[src/rtl/dsq_pkg.sv]
package dsq_pkg;

  typedef enum logic [2:0] {
    ST_HOLD     = 3'd0,
    ST_WAIT_REL = 3'd1,
    ST_WAIT_ALN = 3'd2,
    ST_KICK     = 3'd3,
    ST_DONE     = 3'd4
  } seq_state_t;

  // larger of two counts
  function automatic int unsigned max2(int unsigned a, int unsigned b);
    return (a > b) ? a : b;
  endfunction

  // counter width able to hold value n
  function automatic int unsigned width_for(int unsigned n);
    return (n < 2) ? 1 : $clog2(n + 1);
  endfunction

  // a wait of lim cycles is over when the in-state count reaches lim-1
  function automatic bit wait_over(int unsigned cnt, int unsigned lim);
    return (cnt + 1) >= lim;
  endfunction

endpackage

[src/rtl/dsq_rst_bridge.sv]
module dsq_rst_bridge #(
  parameter int unsigned STAGES = 2
) (
  input  logic clk,
  input  logic arst_n,
  output logic rst_o
);
  logic [STAGES-1:0] chain;

  always_ff @(posedge clk or negedge arst_n) begin
    if (!arst_n) chain <= '1;
    else         chain <= {chain[STAGES-2:0], 1'b0};
  end

  assign rst_o = chain[STAGES-1];
endmodule

[src/rtl/dsq_sync.sv]
module dsq_sync #(
  parameter int unsigned WIDTH  = 4,
  parameter int unsigned STAGES = 2
) (
  input  logic             clk,
  input  logic             rst,
  input  logic [WIDTH-1:0] d,
  output logic [WIDTH-1:0] q
);
  logic [WIDTH-1:0] stage [STAGES];

  generate
    for (genvar i = 0; i < STAGES; i++) begin : g_stage
      if (i == 0) begin : g_first
        always_ff @(posedge clk) begin
          if (rst) stage[0] <= '0;
          else     stage[0] <= d;
        end
      end else begin : g_next
        always_ff @(posedge clk) begin
          if (rst) stage[i] <= '0;
          else     stage[i] <= stage[i-1];
        end
      end
    end
  endgenerate

  assign q = stage[STAGES-1];
endmodule

[src/rtl/dsq_timer.sv]
module dsq_timer #(
  parameter int unsigned W = 3
) (
  input  logic         clk,
  input  logic         rst,
  input  logic         clr,
  output logic [W-1:0] cnt
);
  always_ff @(posedge clk) begin
    if (rst || clr)      cnt <= '0;
    else if (cnt != '1)  cnt <= cnt + 1'b1;
  end
endmodule

[src/rtl/dsq_fsm.sv]
module dsq_fsm
  import dsq_pkg::*;
#(
  parameter int unsigned REL_WAIT = 3,
  parameter int unsigned ALN_WAIT = 3,
  parameter int unsigned CW       = 3
) (
  input  logic          clk,
  input  logic          rst,
  input  logic          req_s,
  input  logic [1:0]    rdy_s,
  input  logic [CW-1:0] cnt,
  output logic          timer_clr,
  output logic          serdes_rst,
  output logic          align_start,
  output logic          seq_busy,
  output logic          seq_done
);
  localparam int unsigned RUN_MAX = REL_WAIT + 2;
  localparam int unsigned RW      = width_for(RUN_MAX);

  seq_state_t state, nxt;
  logic       ok_s;
  logic       rel_evt;
  logic       kick_evt;

  assign ok_s = !req_s && (&rdy_s);

  always_comb begin
    nxt = state;
    if (!ok_s) begin
      nxt = ST_HOLD;
    end else begin
      unique case (state)
        ST_HOLD:     nxt = ST_WAIT_REL;
        ST_WAIT_REL: if (wait_over(int'(cnt), REL_WAIT)) nxt = ST_WAIT_ALN;
        ST_WAIT_ALN: if (wait_over(int'(cnt), ALN_WAIT)) nxt = ST_KICK;
        ST_KICK:     nxt = ST_DONE;
        ST_DONE:     nxt = ST_DONE;
        default:     nxt = ST_HOLD;
      endcase
    end
  end

  always_ff @(posedge clk) begin
    if (rst) state <= ST_HOLD;
    else     state <= nxt;
  end

  assign timer_clr   = (nxt != state);
  assign rel_evt     = (state == ST_WAIT_REL) && (nxt == ST_WAIT_ALN);
  assign kick_evt    = (state == ST_WAIT_ALN) && (nxt == ST_KICK);
  assign serdes_rst  = (state == ST_HOLD) || (state == ST_WAIT_REL);
  assign align_start = (state == ST_KICK);
  assign seq_done    = (state == ST_DONE);
  assign seq_busy    = !seq_done;

  // checker-side run length of the clear condition
  logic [RW-1:0] gate_run;
  always_ff @(posedge clk) begin
    if (rst || !ok_s)                 gate_run <= '0;
    else if (gate_run != RW'(RUN_MAX)) gate_run <= gate_run + 1'b1;
  end


  blocked_hold_chk: assert property (@(posedge clk) disable iff (rst)
    !ok_s |=> serdes_rst);


  release_gap_chk: assert property (@(posedge clk) disable iff (rst)
    $fell(serdes_rst) |-> gate_run == RW'(REL_WAIT + 1));


  release_clear_chk: assert property (@(posedge clk) disable iff (rst)
    rel_evt |-> ok_s);


  kick_single_chk: assert property (@(posedge clk) disable iff (rst)
    align_start |=> !align_start);


  kick_released_chk: assert property (@(posedge clk) disable iff (rst)
    kick_evt |=> align_start && !serdes_rst);


  done_after_kick_chk: assert property (@(posedge clk) disable iff (rst)
    $rose(seq_done) |-> $past(align_start));


  req_cancels_kick_chk: assert property (@(posedge clk) disable iff (rst)
    req_s |=> !align_start);
endmodule

[src/rtl/deser_rst_seq.sv]
module deser_rst_seq
  import dsq_pkg::*;
#(
  parameter int unsigned SYNC_STAGES = 2,
  parameter int unsigned REL_WAIT    = 3,
  parameter int unsigned ALN_WAIT    = 3
) (
  input  logic clk_div,
  input  logic rst_n,
  input  logic btn_req,
  input  logic gpio_req,
  input  logic cal_rdy_a,
  input  logic cal_rdy_b,
  output logic serdes_rst,
  output logic align_start,
  output logic seq_busy,
  output logic seq_done
);
  localparam int unsigned CW = width_for(max2(REL_WAIT, ALN_WAIT));

  logic          rst_i;
  logic [3:0]    raw;
  logic [3:0]    synced;
  logic          req_s;
  logic [1:0]    rdy_s;
  logic [CW-1:0] cnt;
  logic          timer_clr;

  dsq_rst_bridge #(.STAGES(SYNC_STAGES)) u_bridge (
    .clk(clk_div), .arst_n(rst_n), .rst_o(rst_i)
  );

  assign raw = {btn_req, gpio_req, cal_rdy_b, cal_rdy_a};

  dsq_sync #(.WIDTH(4), .STAGES(SYNC_STAGES)) u_sync (
    .clk(clk_div), .rst(rst_i), .d(raw), .q(synced)
  );

  assign req_s = synced[3] | synced[2];
  assign rdy_s = synced[1:0];

  dsq_timer #(.W(CW)) u_timer (
    .clk(clk_div), .rst(rst_i), .clr(timer_clr), .cnt(cnt)
  );

  dsq_fsm #(.REL_WAIT(REL_WAIT), .ALN_WAIT(ALN_WAIT), .CW(CW)) u_fsm (
    .clk(clk_div), .rst(rst_i), .req_s(req_s), .rdy_s(rdy_s),
    .cnt(cnt), .timer_clr(timer_clr), .serdes_rst(serdes_rst),
    .align_start(align_start), .seq_busy(seq_busy), .seq_done(seq_done)
  );


  reset_hold_chk: assert property (@(posedge clk_div)
    !rst_n |=> serdes_rst && !align_start && seq_busy);
endmodule

[config.mk]
export PLATFORM = sky130hd
export DESIGN_NAME = deser_rst_seq
export DESIGN_NICKNAME = d
export VERILOG_FILES = /design/src/rtl/dsq_pkg.sv /design/src/rtl/dsq_rst_bridge.sv /design/src/rtl/dsq_sync.sv /design/src/rtl/dsq_timer.sv /design/src/rtl/dsq_fsm.sv /design/src/rtl/deser_rst_seq.sv
export SDC_FILE = /design/constraint.sdc
export NUM_CORES = 1
export LEC_CHECK = 0
export BUFFER_PORTS_ARGS = -buffer_cell sky130_fd_sc_hd__buf_4
export CAP_MARGIN = 20
export CORE_MARGIN = 3
export CORE_UTILIZATION = 25
export CTS_CLUSTER_DIAMETER = 50
export DETAILED_ROUTE_END_ITERATION = 16
export SYNTH_ARGS = -nofsm -noshare
export SYNTH_HDL_FRONTEND = slang
export SYNTH_SLANG_ARGS = --single-unit
export TNS_END_PERCENT = 20
[constraint.sdc]
create_clock -name clk_div -period 1.55 [get_ports clk_div]
set_input_delay 0.2325 -clock clk_div [delete_from_list [all_inputs] [get_ports clk_div]]
set_output_delay 0.2325 -clock clk_div [all_outputs]
set_load 0.01 [all_outputs]
==> flow_metrics.env <==
export IMPL_status="finished clean"
export IMPL_cts_buffers=3
export IMPL_synth_fp_nets=56
export IMPL_fin_nets=70
export IMPL_diodes=0
export IMPL_ys_warn_count=0
export IMPL_grt_max_degree=13
export IMPL_vdd_drop_max_mv=0.526
export IMPL_critPathMaxFanout=7
export IMPL_clock_fmax_mhz=676
export IMPL_rsz0062_at_grt="no"
export IMPL_io_buffers=9
export IMPL_skew_ns=0.00155
export IMPL_die_x_um=52.2
export IMPL_grt_pass1_wl_um=1390
export IMPL_total_power_uw=711
export IMPL_fin_crit_ns=1.48
export IMPL_routedWlPerCell_um=8.70
export IMPL_cts_root_buf="clkbuf_4"
export IMPL_num_rows=16
export IMPL_fp_coreArea_um2=2000
export IMPL_grt_pass1_vias=329
export IMPL_r2r_end="u_timer.cnt[0]"
export IMPL_reg2regPathDepth=3
export IMPL_holdCritStartpoint="cal_rdy_b"
export IMPL_ys_seq_area_frac=0.585
export IMPL_antenna_found_initial=0
export IMPL_die_area_um2=2730
export IMPL_syn_area_per_cell_um2=10.9
export IMPL_critPathArrivalTime_ns=1.25
export IMPL_p_leak_nw=0.285
export IMPL_r2r_start="u_fsm.state[2]"
export IMPL_tns_ns=0
export IMPL_die_h_um=52.2
export IMPL_setup_viol=0
export IMPL_critPathCaptureType="output port"
export IMPL_num_fill_cells=210
export IMPL_start_util=0.267
export IMPL_drive_gt1_frac=0.306
export IMPL_syn_inst=49
export IMPL_dp_slack_ns=0.230
export IMPL_holdPathEnd="u_sync.stage[0][1]"
export IMPL_drtPass1Iterations=2
export IMPL_clk_pin_slew_ns=0.09
export IMPL_critPathLaunchType="flop"
export IMPL_dpl_hpwl_um=538
export IMPL_synth_cell_area_um2=534
export IMPL_reg2reg_slack_ns=0.28
export IMPL_hold_viol=0
export IMPL_overflow=0
export IMPL_via_per_inst=4.10
export IMPL_cts_sinks=15
export IMPL_required_ns=1.32
export IMPL_crit_chain="or3b_4 > inv_1 > buf_4"
export IMPL_place_congestion=0.669
export IMPL_slowest_delay_ns=0.41
export IMPL_path_class="flop to output port"
export IMPL_htreeDepth=1
export IMPL_insertion_delay_ns=0.28
export IMPL_setup_slack_ns=0.0701
export IMPL_hold_depth=2
export IMPL_synth_distinct_cells=23
export IMPL_clock_path_buffers=2
export IMPL_slowest_stage="or3b_4"
export IMPL_ios=10
export IMPL_hp_class="input port to flop"
export IMPL_final_util=0.338
export IMPL_cts_tree="yes"
export IMPL_antenna_left=0
export IMPL_slew_violations=0
export IMPL_drc_errors=0
export IMPL_period_share=0.955
export IMPL_maxCapViolCount=0
export IMPL_area_delta_synth_final_pct=26.5
export IMPL_drtIter0Drc=1
export IMPL_dr_total_vias=365
export IMPL_ys_seq_elements=15
export IMPL_finalWirelength_um=774
export IMPL_powerDensity_nw_per_um2=1050
export IMPL_grt_usage=0.0751
==> final cells by class <==
cell class,instances,area [µm²],area share
flip-flops and latches,15,317,0.469
multi-input cells,32,214,0.317
repair buffers,10,77.6,0.115
well taps,27,33.8,0.0500
clock buffers,3,22.5,0.0333
clock inverters,1,7.51,0.0111
inverters,1,3.75,0.00556
==> power breakdown <==
part	total, mW	switching, mW	leakage [nW]	internal (mW)
clock	0.229	0.131	0.0139	0.0980
sequential	0.433	0.0205	0.130	0.412
combinational	0.0491	0.0178	0.142	0.0313
total	0.711	0.169	0.285	0.542
==> state kept, by name, summed over array words and instances (netlist names) <==
register	cells
u_fsm.state	3
u_timer.cnt	2
u_sync.stage	8
u_bridge.chain	2
==> how the worst max path moves through the flow <==
stage	from	to	depth (start not counted)
after CTS	u_fsm.state[0]	seq_done	3
final	u_fsm.state[2]	seq_done	3
after global routing	u_fsm.state[2]	seq_done	3
after global placement	u_fsm.state[2]	u_timer.cnt[0]	3
after floorplan	u_fsm.state[2]	u_timer.cnt[0]	3
after detailed placement	u_fsm.state[2]	u_timer.cnt[0]	3
==> worst max-delay path: cells and delay by family, from the launching register on <==
family | cells | cell delay, ns
simple gates | 1 | 0.41
buf+inv | 2 | 0.17
flops | 1 | 0.39
==> synth_stat cells <==
master | number | area (µm²)
ha_1 | 1 | 12.5
and4bb_1 | 1 | 12.5
nand2b_1 | 1 | 6.26
nor2_1 | 4 | 15.0
and3b_1 | 1 | 8.76
nor2b_1 | 9 | 56.3
or3b_4 | 1 | 11.3
xnor2_1 | 1 | 8.76
conb_1 | 1 | 3.75
nand3b_1 | 1 | 7.51
dfstp_2 | 2 | 52.6
o311a_1 | 1 | 10.0
dfxtp_1 | 13 | 260
clkbuf_1 | 1 | 3.75
xor2_1 | 1 | 8.76
inv_1 | 1 | 3.75
a21oi_1 | 1 | 5.00
nor4_1 | 2 | 12.5
nor3_1 | 1 | 5.00
nand2_1 | 2 | 7.51
a211oi_1 | 1 | 7.51
mux2i_1 | 1 | 10.0
o21ai_0 | 1 | 5.00
==> metrics by stage <==
stage	cell area, µm²	hold slack (ns)	instances
6_report	676	0.152	89
5_1_grt	676	0.128	89
4_1_cts	673	0.140	89
3_5_place_dp	632	0.176	84
3_3_place_gp	632	0.176	84
2_1_floorplan	534	0.0847	49
==> cell families after synthesis <==
kind of cell | count (synthesis) | synth area share
simple gates | 23 | 0.267
flops | 15 | 0.585
compound gates | 4 | 0.0515
xor+xnor | 2 | 0.0328
buf+inv | 2 | 0.0140
fa+ha+maj | 1 | 0.0234
other cells | 1 | 0.00702
mux | 1 | 0.0187
==> cells in the final DEF (no fill, tap or decap), drive strengths merged, types with 2 or more instances in the layout <==
cell / count
nor2: 4
nor4: 2
nand2: 2
clkbuf: 3
nor2b: 9
dfstp: 2
dfxtp: 13
buf: 9
==> timing repair <==
item / CTS / global route
resized for setup: 1 / 2
buffers inserted: 0 / 0
hold buffers: 1 / 0
endpoints found under the hold margin: 2 / 0
setup endpoints to repair: 1 / 2
==> metal layers <==
| layer | vias up | GRT usage | part of all wire |
|---|---|---|---|
| li1 | 192 | - | - |
| met1 | 162 | 0.0822 | 0.48 |
| met2 | 9 | 0.103 | 0.43 |
| met3 | 2 | 0.0598 | 0.076 |
| met4 | 0 | 0.0383 | 0.013 |
| met5 | - | 0 | 0 |
Note: power is estimated with default switching activity, not from simulation.
